File: src/rtl/fcm_pkg.sv
package fcm_pkg;
  typedef enum logic [2:0] {
    OP_CMP  = 3'd0,
    OP_CMPX = 3'd1,
    OP_MOV  = 3'd2,
    OP_ABS  = 3'd3,
    OP_NEG  = 3'd4
  } fcm_op_e;

  localparam int EXC_W   = 5;
  localparam int EXC_INV = 4;

  localparam logic [1:0] FCC_EQ = 2'd0;
  localparam logic [1:0] FCC_LT = 2'd1;
  localparam logic [1:0] FCC_GT = 2'd2;
  localparam logic [1:0] FCC_UN = 2'd3;
endpackage

File: src/rtl/fcm_classify.sv
module fcm_classify #(
  parameter int WIDTH = 32,
  parameter int EXP_W = 8
) (
  input  logic [WIDTH-1:0] val,
  output logic             is_nan,
  output logic             is_snan,
  output logic             is_zero,
  output logic             sign,
  output logic [WIDTH-2:0] mag
);
  localparam int FRAC_W = WIDTH - 1 - EXP_W;

  logic [EXP_W-1:0]  exp_f;
  logic [FRAC_W-1:0] frac_f;

  always_comb begin
    exp_f   = val[WIDTH-2 -: EXP_W];
    frac_f  = val[FRAC_W-1:0];
    sign    = val[WIDTH-1];
    mag     = val[WIDTH-2:0];
    is_nan  = (&exp_f) && (|frac_f);
    is_snan = is_nan && !frac_f[FRAC_W-1];
    is_zero = (mag == '0);
  end
endmodule

File: src/rtl/fcm_compare.sv
module fcm_compare
  import fcm_pkg::*;
#(
  parameter int WIDTH = 32,
  parameter int EXP_W = 8
) (
  input  logic [WIDTH-1:0] a,
  input  logic [WIDTH-1:0] b,
  output logic [1:0]       code,
  output logic             unord,
  output logic             any_snan
);
  localparam int NOPS = 2;

  logic [NOPS-1:0]  nan_v, snan_v, zero_v, sign_v;
  logic [WIDTH-2:0] mag_v [NOPS];
  logic [WIDTH-1:0] opnd  [NOPS];

  assign opnd[0] = a;
  assign opnd[1] = b;

  for (genvar i = 0; i < NOPS; i++) begin : g_cls
    fcm_classify #(.WIDTH(WIDTH), .EXP_W(EXP_W)) u_cls (
      .val     (opnd[i]),
      .is_nan  (nan_v[i]),
      .is_snan (snan_v[i]),
      .is_zero (zero_v[i]),
      .sign    (sign_v[i]),
      .mag     (mag_v[i])
    );
  end

  logic mag_lt, mag_eq;

  always_comb begin
    unord    = |nan_v;
    any_snan = |snan_v;
    mag_lt   = mag_v[0] < mag_v[1];
    mag_eq   = mag_v[0] == mag_v[1];
    if (unord)
      code = FCC_UN;
    else if (&zero_v)
      code = FCC_EQ;
    else if (sign_v[0] != sign_v[1])
      code = sign_v[0] ? FCC_LT : FCC_GT;
    else if (mag_eq)
      code = FCC_EQ;
    else if (mag_lt ^ sign_v[0])
      code = FCC_LT;
    else
      code = FCC_GT;
  end
endmodule

File: src/rtl/fcm_move.sv
module fcm_move
  import fcm_pkg::*;
#(
  parameter int WIDTH = 32
) (
  input  logic [2:0]       op,
  input  logic [WIDTH-1:0] src,
  output logic [WIDTH-1:0] dst
);
  always_comb begin
    dst = src;
    if (op == OP_ABS)
      dst[WIDTH-1] = 1'b0;
    else if (op == OP_NEG)
      dst[WIDTH-1] = ~src[WIDTH-1];
  end
endmodule

File: src/rtl/sp_cmpmov_unit.sv
module sp_cmpmov_unit
  import fcm_pkg::*;
#(
  parameter int WIDTH = 32,
  parameter int EXP_W = 8
) (
  input  logic             clk,
  input  logic             rst,
  input  logic             in_valid,
  input  logic [2:0]       op,
  input  logic [WIDTH-1:0] rs1,
  input  logic [WIDTH-1:0] rs2,
  output logic             out_valid,
  output logic [WIDTH-1:0] result,
  output logic [1:0]       fcc,
  output logic             fcc_we,
  output logic [EXC_W-1:0] exc
);
  logic [1:0]       cmp_code;
  logic             cmp_unord, cmp_snan;
  logic [WIDTH-1:0] mov_word;
  logic             is_cmp, raise_inv;
  logic [EXC_W-1:0] exc_next;

  fcm_compare #(.WIDTH(WIDTH), .EXP_W(EXP_W)) u_cmp (
    .a        (rs1),
    .b        (rs2),
    .code     (cmp_code),
    .unord    (cmp_unord),
    .any_snan (cmp_snan)
  );

  fcm_move #(.WIDTH(WIDTH)) u_mov (
    .op  (op),
    .src (rs2),
    .dst (mov_word)
  );

  always_comb begin
    is_cmp    = (op == OP_CMP) || (op == OP_CMPX);
    raise_inv = is_cmp && cmp_unord && ((op == OP_CMPX) || cmp_snan);
    exc_next  = '0;
    exc_next[EXC_INV] = raise_inv;
  end

  always_ff @(posedge clk) begin
    if (rst) begin
      out_valid <= 1'b0;
      result    <= '0;
      fcc       <= '0;
      fcc_we    <= 1'b0;
      exc       <= '0;
    end else begin
      out_valid <= in_valid;
      if (in_valid) begin
        result <= is_cmp ? '0 : mov_word;
        fcc    <= is_cmp ? cmp_code : 2'd0;
        fcc_we <= is_cmp;
        exc    <= exc_next;
      end else begin
        fcc_we <= 1'b0;
      end
    end
  end

  // one-cycle latency of the strobe
  p_latency_r1: assert property (@(posedge clk) disable iff (rst)
    in_valid |=> out_valid);
  p_idle_r1: assert property (@(posedge clk) disable iff (rst)
    !in_valid |=> !out_valid);
  // write strobe only with a valid result
  p_we_valid_r8: assert property (@(posedge clk) disable iff (rst)
    fcc_we |-> out_valid);
  // invalid only reported for an unordered compare
  p_inv_unord_r6: assert property (@(posedge clk) disable iff (rst)
    (out_valid && exc != '0) |-> (fcc_we && fcc == FCC_UN));
  // absolute value clears the sign bit
  p_abs_r7: assert property (@(posedge clk) disable iff (rst)
    (in_valid && op == OP_ABS) |=> !result[WIDTH-1]);
  // negate flips the sign bit and keeps the rest
  p_neg_r7: assert property (@(posedge clk) disable iff (rst)
    (in_valid && op == OP_NEG) |=>
      (result == {~$past(rs2[WIDTH-1]), $past(rs2[WIDTH-2:0])}));
  // copy-style operations raise nothing
  p_mov_noexc_r8: assert property (@(posedge clk) disable iff (rst)
    (in_valid && !(op == OP_CMP || op == OP_CMPX)) |=> (exc == '0 && !fcc_we));
endmodule

File: config.mk
export PLATFORM = sky130hd
export DESIGN_NAME = sp_cmpmov_unit
export DESIGN_NICKNAME = d
export VERILOG_FILES = /design/src/rtl/fcm_pkg.sv /design/src/rtl/fcm_classify.sv /design/src/rtl/fcm_compare.sv /design/src/rtl/fcm_move.sv /design/src/rtl/sp_cmpmov_unit.sv
export SDC_FILE = /design/constraint.sdc
export NUM_CORES = 1
export LEC_CHECK = 0
export ABC_AREA = 0
export CAP_MARGIN = 10
export CORE_MARGIN = 10
export CORE_UTILIZATION = 48
export CTS_BUF_LIST = sky130_fd_sc_hd__clkbuf_4 sky130_fd_sc_hd__clkbuf_8 sky130_fd_sc_hd__clkbuf_16
export CTS_CLUSTER_DIAMETER = 60
export DETAILED_ROUTE_END_ITERATION = 7
export PLACE_DENSITY = 0.82
export REMOVE_ABC_BUFFERS = 1
export SYNTH_ARGS = -nofsm -noshare
export SYNTH_HDL_FRONTEND = slang
export SYNTH_HIERARCHICAL = 1
export SYNTH_SLANG_ARGS = --single-unit
File: constraint.sdc
create_clock -name clk -period 3.15 [get_ports clk]
set_clock_uncertainty 0.1 [all_clocks]
set_input_delay 0.4725 -clock clk [delete_from_list [all_inputs] [get_ports clk]]
set_output_delay 0.4725 -clock clk [all_outputs]
set_load 0.05 [all_outputs]
### Word level (Yosys, flattened, before mapping)

Index checks and enable logic that the tools add are counted.

* register bits: 37
* bits of input ports: 70
* output and inout port bits: 41
* word-level logic and storage cells: 45

* $lt $le $gt $ge: 1
* equal/unequal tests: 5
* mux-type cells: 10
* bitwise logic cells: 3
* reductions and logical operators: 21

Operator list (number)
* 31-bit logical NOT: 2
* 23-bit OR reduction: 2
* 32-bit two-way mux: 1
* 31-bit == test: 1
* 31-bit less-than comparator: 1
* 8-bit AND reduction: 2
* 2-bit two-way mux: 7
* 1-bit logical AND: 6
* 2-bit OR reduction: 3
* 3-bit by 1-bit == test with 1-bit output, second input constant: 1
* 3-bit by 2-bit == test with 1-bit output, second input constant: 1
* 3-bit == test, second input constant: 1
* 3-bit logical NOT: 1
* 1-bit logical NOT: 2
* 1-bit logical OR: 2
* 1-bit two-way mux: 2
* 1-bit NOT: 2
* 2-bit AND reduction: 1
* 1-bit inequality test: 1
* 1-bit XOR: 1

### Logic depth before layout (Yosys ltp)

* depth in word-level cells: 8
* mapped depth: 10
* gate-level depth less buffers: 9

### Modules after synthesis

Netlist, hierarchy kept.

Modules (own cells, without submodules)
* sp_cmpmov_unit: instances 1, cells each 159, area an instance 1729.2 sq um
* fcm_compare: instances 1, cells each 126, area an instance 918.4 sq um
* fcm_classify: instances 2, cells each 47, area an instance 347.8 sq um
* fcm_move: instances 1, cells each 36, area an instance 266.5 sq um

### Worst setup path after synthesis

No wires, ideal clock.

* path kind: input to register
* start point: input port rs2[26]
* end point: register fcc[0]
* data arrival time: 2149 ps
* data required time: 2933 ps
* setup slack: 784 ps
* cell stages on the path: 10
* cell sequence: buf_4 > inv_1 > ha_1 > a21oi_1 > o21ai_0 > a221o_1 > a22o_1 > nor3b_2 > o221ai_1 > a22o_1

* cells in the longest elaborated chain, start to end: 8
* elaborated cells between the ends (all ways): 14
* those cells by class: order compare (1); eq/ne (1); mux (6); bitwise (1); reduce/logical (5)

RTL lines
* from (decl): line sp_cmpmov_unit.sv:12 `input logic [WIDTH-1:0] rs2,`
* 31-bit less-than comparator: line fcm_compare.sv:38 `mag_lt = mag_v[0] < mag_v[1];`
* 1-bit XOR: line fcm_compare.sv:48 `else if (mag_lt ^ sign_v[0])`
* 2-bit two-way mux: line fcm_compare.sv:48
* 2-bit two-way mux: line fcm_compare.sv:46 `else if (mag_eq)`
* 2-bit two-way mux: line fcm_compare.sv:44 `else if (sign_v[0] != sign_v[1])`
* 2-bit two-way mux: line fcm_compare.sv:42 `else if (&zero_v)`
* 2-bit two-way mux *: line fcm_compare.sv:40 `if (unord)`
* via cmp_code[0]: line sp_cmpmov_unit.sv:19 `logic [1:0] cmp_code;`
* 2-bit two-way mux *: line sp_cmpmov_unit.sv:57 `fcc <= is_cmp ? cmp_code : 2'd0;`
* to (signal assigned): line sp_cmpmov_unit.sv:57
* to (decl): line sp_cmpmov_unit.sv:15 `output logic [1:0] fcc,`

The timed path passes the listed nets; every way through them passes the cells marked *.
A chain may end at the register's enable or synchronous reset.

### Worst setup path in the final report

* start point: input port rs2[29]
* end point: register fcc[0]

The elaborated chain is that of the path after synthesis.

==> summary.md <==
| Metric | Value |
|---|---|
| Crit path cell chain | `clkdlybuf4s50_1 -> inv_1 -> ha_1 -> nand4_1 -> and4bb_1 -> nand2_1 -> a22o_1 -> nor3b_2 -> o221ai_1 -> a22o_1` |
| Maximum vdd drop | `~180 uV` |
| Antenna Violating Nets Remaining | `0` |
| Post-synthesis cell type count | `44` |
| Crit Path Max Fanout | `5` |
| Post-CTS Resized | `0` |
| Post-Place Cells | `slightly above 500` |
| Placer Congestion | `0.927` |
| Synthesized area per cell | `8.70 um2` |
| Commonest non-fill, non-tap cell in the layout | `clkdlybuf4s50_1` |
| Number of diodes | `0` |
| TritonCTS buffer count | `5` |
| Fmax | `366 MHz` |
| Remaining DRCs | `0` |
| Clk pin slew, worst setup/hold paths | `0.07 ns` |
| Die Wd | `about 110 um` |
| Pin count of the biggest net entering global routing | `22` |
| Reg area | `741 um2` |
| Max-slew violations | `0` |
| CTS tree | `yes` |
| Post-Syn Area | `approximately 3600 um2` |
| Power Density | `between 300 and 400 nW/um2` |
| Slowest-stage cell, CP | `clkdlybuf4s50_1` |
| Min-delay src | `result[21]` |
| Yosys warns | `6` |
| Drt first-iter violations | `76` |
| Reg2reg start | `exc[4]` |
| Mapped Cells | `415` |
| Sequential area share after synthesis | `20.5%` |
| Tcrit/Tclk final | `86.8%` |
| # fillers | `691` |
| Die Area | `11400 um2` |
| Actual slew at the worst max-slew pin | `0.684 ns` |
| Gr ovfl total | `0` |
| RSZ-0062 raised after global routing | `false` |
| Total core area | `between 7000 and 8000 um2` |
| Leakage | `1.77 nW` |
| Startpoint Class | `input port` |
| Clk_lat worst skew | `0.29 ns` |
| Critical path class | `input port to flop` |
| CP Capture Type | `flop` |
| Clk buf depth | `2` |
| Via density | `between 5 and 6` |
| Multi-input gate area | `1640 um2` |
| Nets | `527` |
| Slew HR | `a little over half` |
| Initial antenna violation count | `0` |
| DR vias | `between 2000 and 3000` |
| Tmin final | `between 2 and 3 ns` |
| First-pass GRT wire length | `14.7 mm` |
| Arr. time, crit path | `around 2.8 ns` |
| IO Port Bufs | `106` |
| Post-CTS Setup Bufs | `0` |
| Final wirelength | `8.83 mm` |
| H-Tree Depth | `2` |
| Share of post-route cells with drive strength above 1 | `a little over an eighth` |
| Type of the most critical hold path | `flop to flop` |
| Average routed wire per standard cell | `approximately 17 um` |
| Die Ht | `around 110 um` |
| Final hold viol count | `0` |
| CTS root buf | `clkbuf_8` |
| FF+latch count, synth | `37` |
| Top cells by area, synth | `buf_4, dfxtp_1, o32ai_2` |
| Max cap viols | `0` |
| Detailed Place HPWL | `7.45 mm` |
| Number of I/O pins | `111` |
| Top cell type's share of synthesized area | `20.6%` |
| Area growth syn-to-layout | `12.8%` |
| Status | `complete, no violations` |
| Setup-failing EPs final | `0` |
| Global Route Usage Sum | `15.6%` |
| Most frequent cells in the layout | `clkdlybuf4s50_1, inv_1, dfxtp_1, ha_1, o32ai_2` |
| Vias in the first global route | `around 3000` |
| Max incr delay on CP | `0.55 ns` |
| CP dominant cell by count | `a22o_1` |
| Starting density of the core | `49.5%` |
| Critical Path RT | `3.24 ns` |
| 1st-pass router iterations | `4` |
| Non-filler cells, final | `525` |
| CP startpoint | `rs2[29]` |
| Post-synth top area cell | `buf_4` |
| FP Rows | `31` |
| Clock Sinks | `37` |
| Hold-fix buffers, CTS | `0` |
| Setup TNS | `0 ns` |
==> registers in the layout (all words and copies together) (netlist names) <==
name	count
exc	1
fcc	2
fcc_we	1
out_valid	1
result	32
==> layout make-up <==
class	count	share of cell area (%)
Inverter	101	9.31
Multi-Input combinational cell	170	40.3
Sequential cell	37	18.2
Tap cell	99	3.04
Clock buffer	7	2.21
Timing Repair Buffer	111	27.0
==> critical path: cells and delay by family <==
| family | cells | cell delay (ns) |
|---|---|---|
| AOI/OAI and AO/OA | 3 | 0.59 |
| adders and majority gates | 1 | 0.31 |
| buffers and inverters | 2 | 0.62 |
| and+or+nand+nor | 4 | 0.81 |
==> routing by layer <==
layer,up-vias,track usage (%),share of wire [%]
met2,81,29.8,52
li1,1327,-,-
met1,1258,15.8,39
met5,-,0,0
met3,16,5.51,6.8
met4,0,3.97,1.5
==> final timing paths <==
path	endpoint	slack [ns]	cells after the start
worst max register to register	exc[4]	2.42	1
worst max-delay path	fcc[0]	0.42	10
worst min register to register	result[21]	0.36	2
worst min-delay path	result[21]	0.36	2
==> cells by family (layout without fill, tap and decap cells) <==
logic type | after synthesis | count (layout) | share of synthesized area, %
DFF | 37 | 37 | 20.5
buffers and inverters | 211 | 219 | 34.6
and+or+nand+nor | 61 | 61 | 12.0
adders and majority gates | 31 | 31 | 10.7
AOI/OAI and AO/OA | 74 | 74 | 22.1
other | 1 | 4 | 0.104
==> synth_stat cells, drive strengths merged <==
library cell	n
nor2	8
or2	2
dfxtp	37
o32ai	32
o21a	2
or4	4
nand2b	1
o211a	1
and4bb	2
a21boi	1
nand4	9
o21ai	6
o221ai	2
o31a	1
nor4b	1
a21o	1
nor4	11
a211oi	5
nand3	3
a31oi	1
conb	1
a22o	5
nor3b	1
a2111oi	2
buf	110
nor3	3
nand3b	1
a21oi	13
inv	101
and4	6
a221o	2
nand2	9
ha	31
==> stage by stage <==
| stage | util [%] | setup WS, ns | total power (W) | hold WS (ns) | instance area (um2) |
|---|---|---|---|---|---|
| 2_1_floorplan | - | 0.866 | 0.000775 | 0.454 | 2750 |
| 3_3_place_gp | 54.6 | 0.206 | 0.000971 | 0.344 | 3980 |
| 3_5_place_dp | 54.6 | 0.142 | 0.000980 | 0.354 | 3980 |
| 4_1_cts | 55.9 | 0.448 | 0.00133 | 0.366 | 4070 |
| 5_1_grt | 55.9 | 0.283 | 0.00139 | 0.385 | 4070 |
| 6_report | 55.9 | 0.417 | 0.00132 | 0.364 | 4070 |
==> power by group <==
| group | total (W) | internal [W] | switching [W] |
|---|---|---|---|
| Sequential | 0.000503 | 0.000492 | 0.0000113 |
| Clock | 0.000353 | 0.000182 | 0.000170 |
| Combinational | 0.000466 | 0.000204 | 0.000262 |
| Total | 0.00132 | 0.000879 | 0.000443 |
No activity file was read; power rests on OpenSTA's default activity.
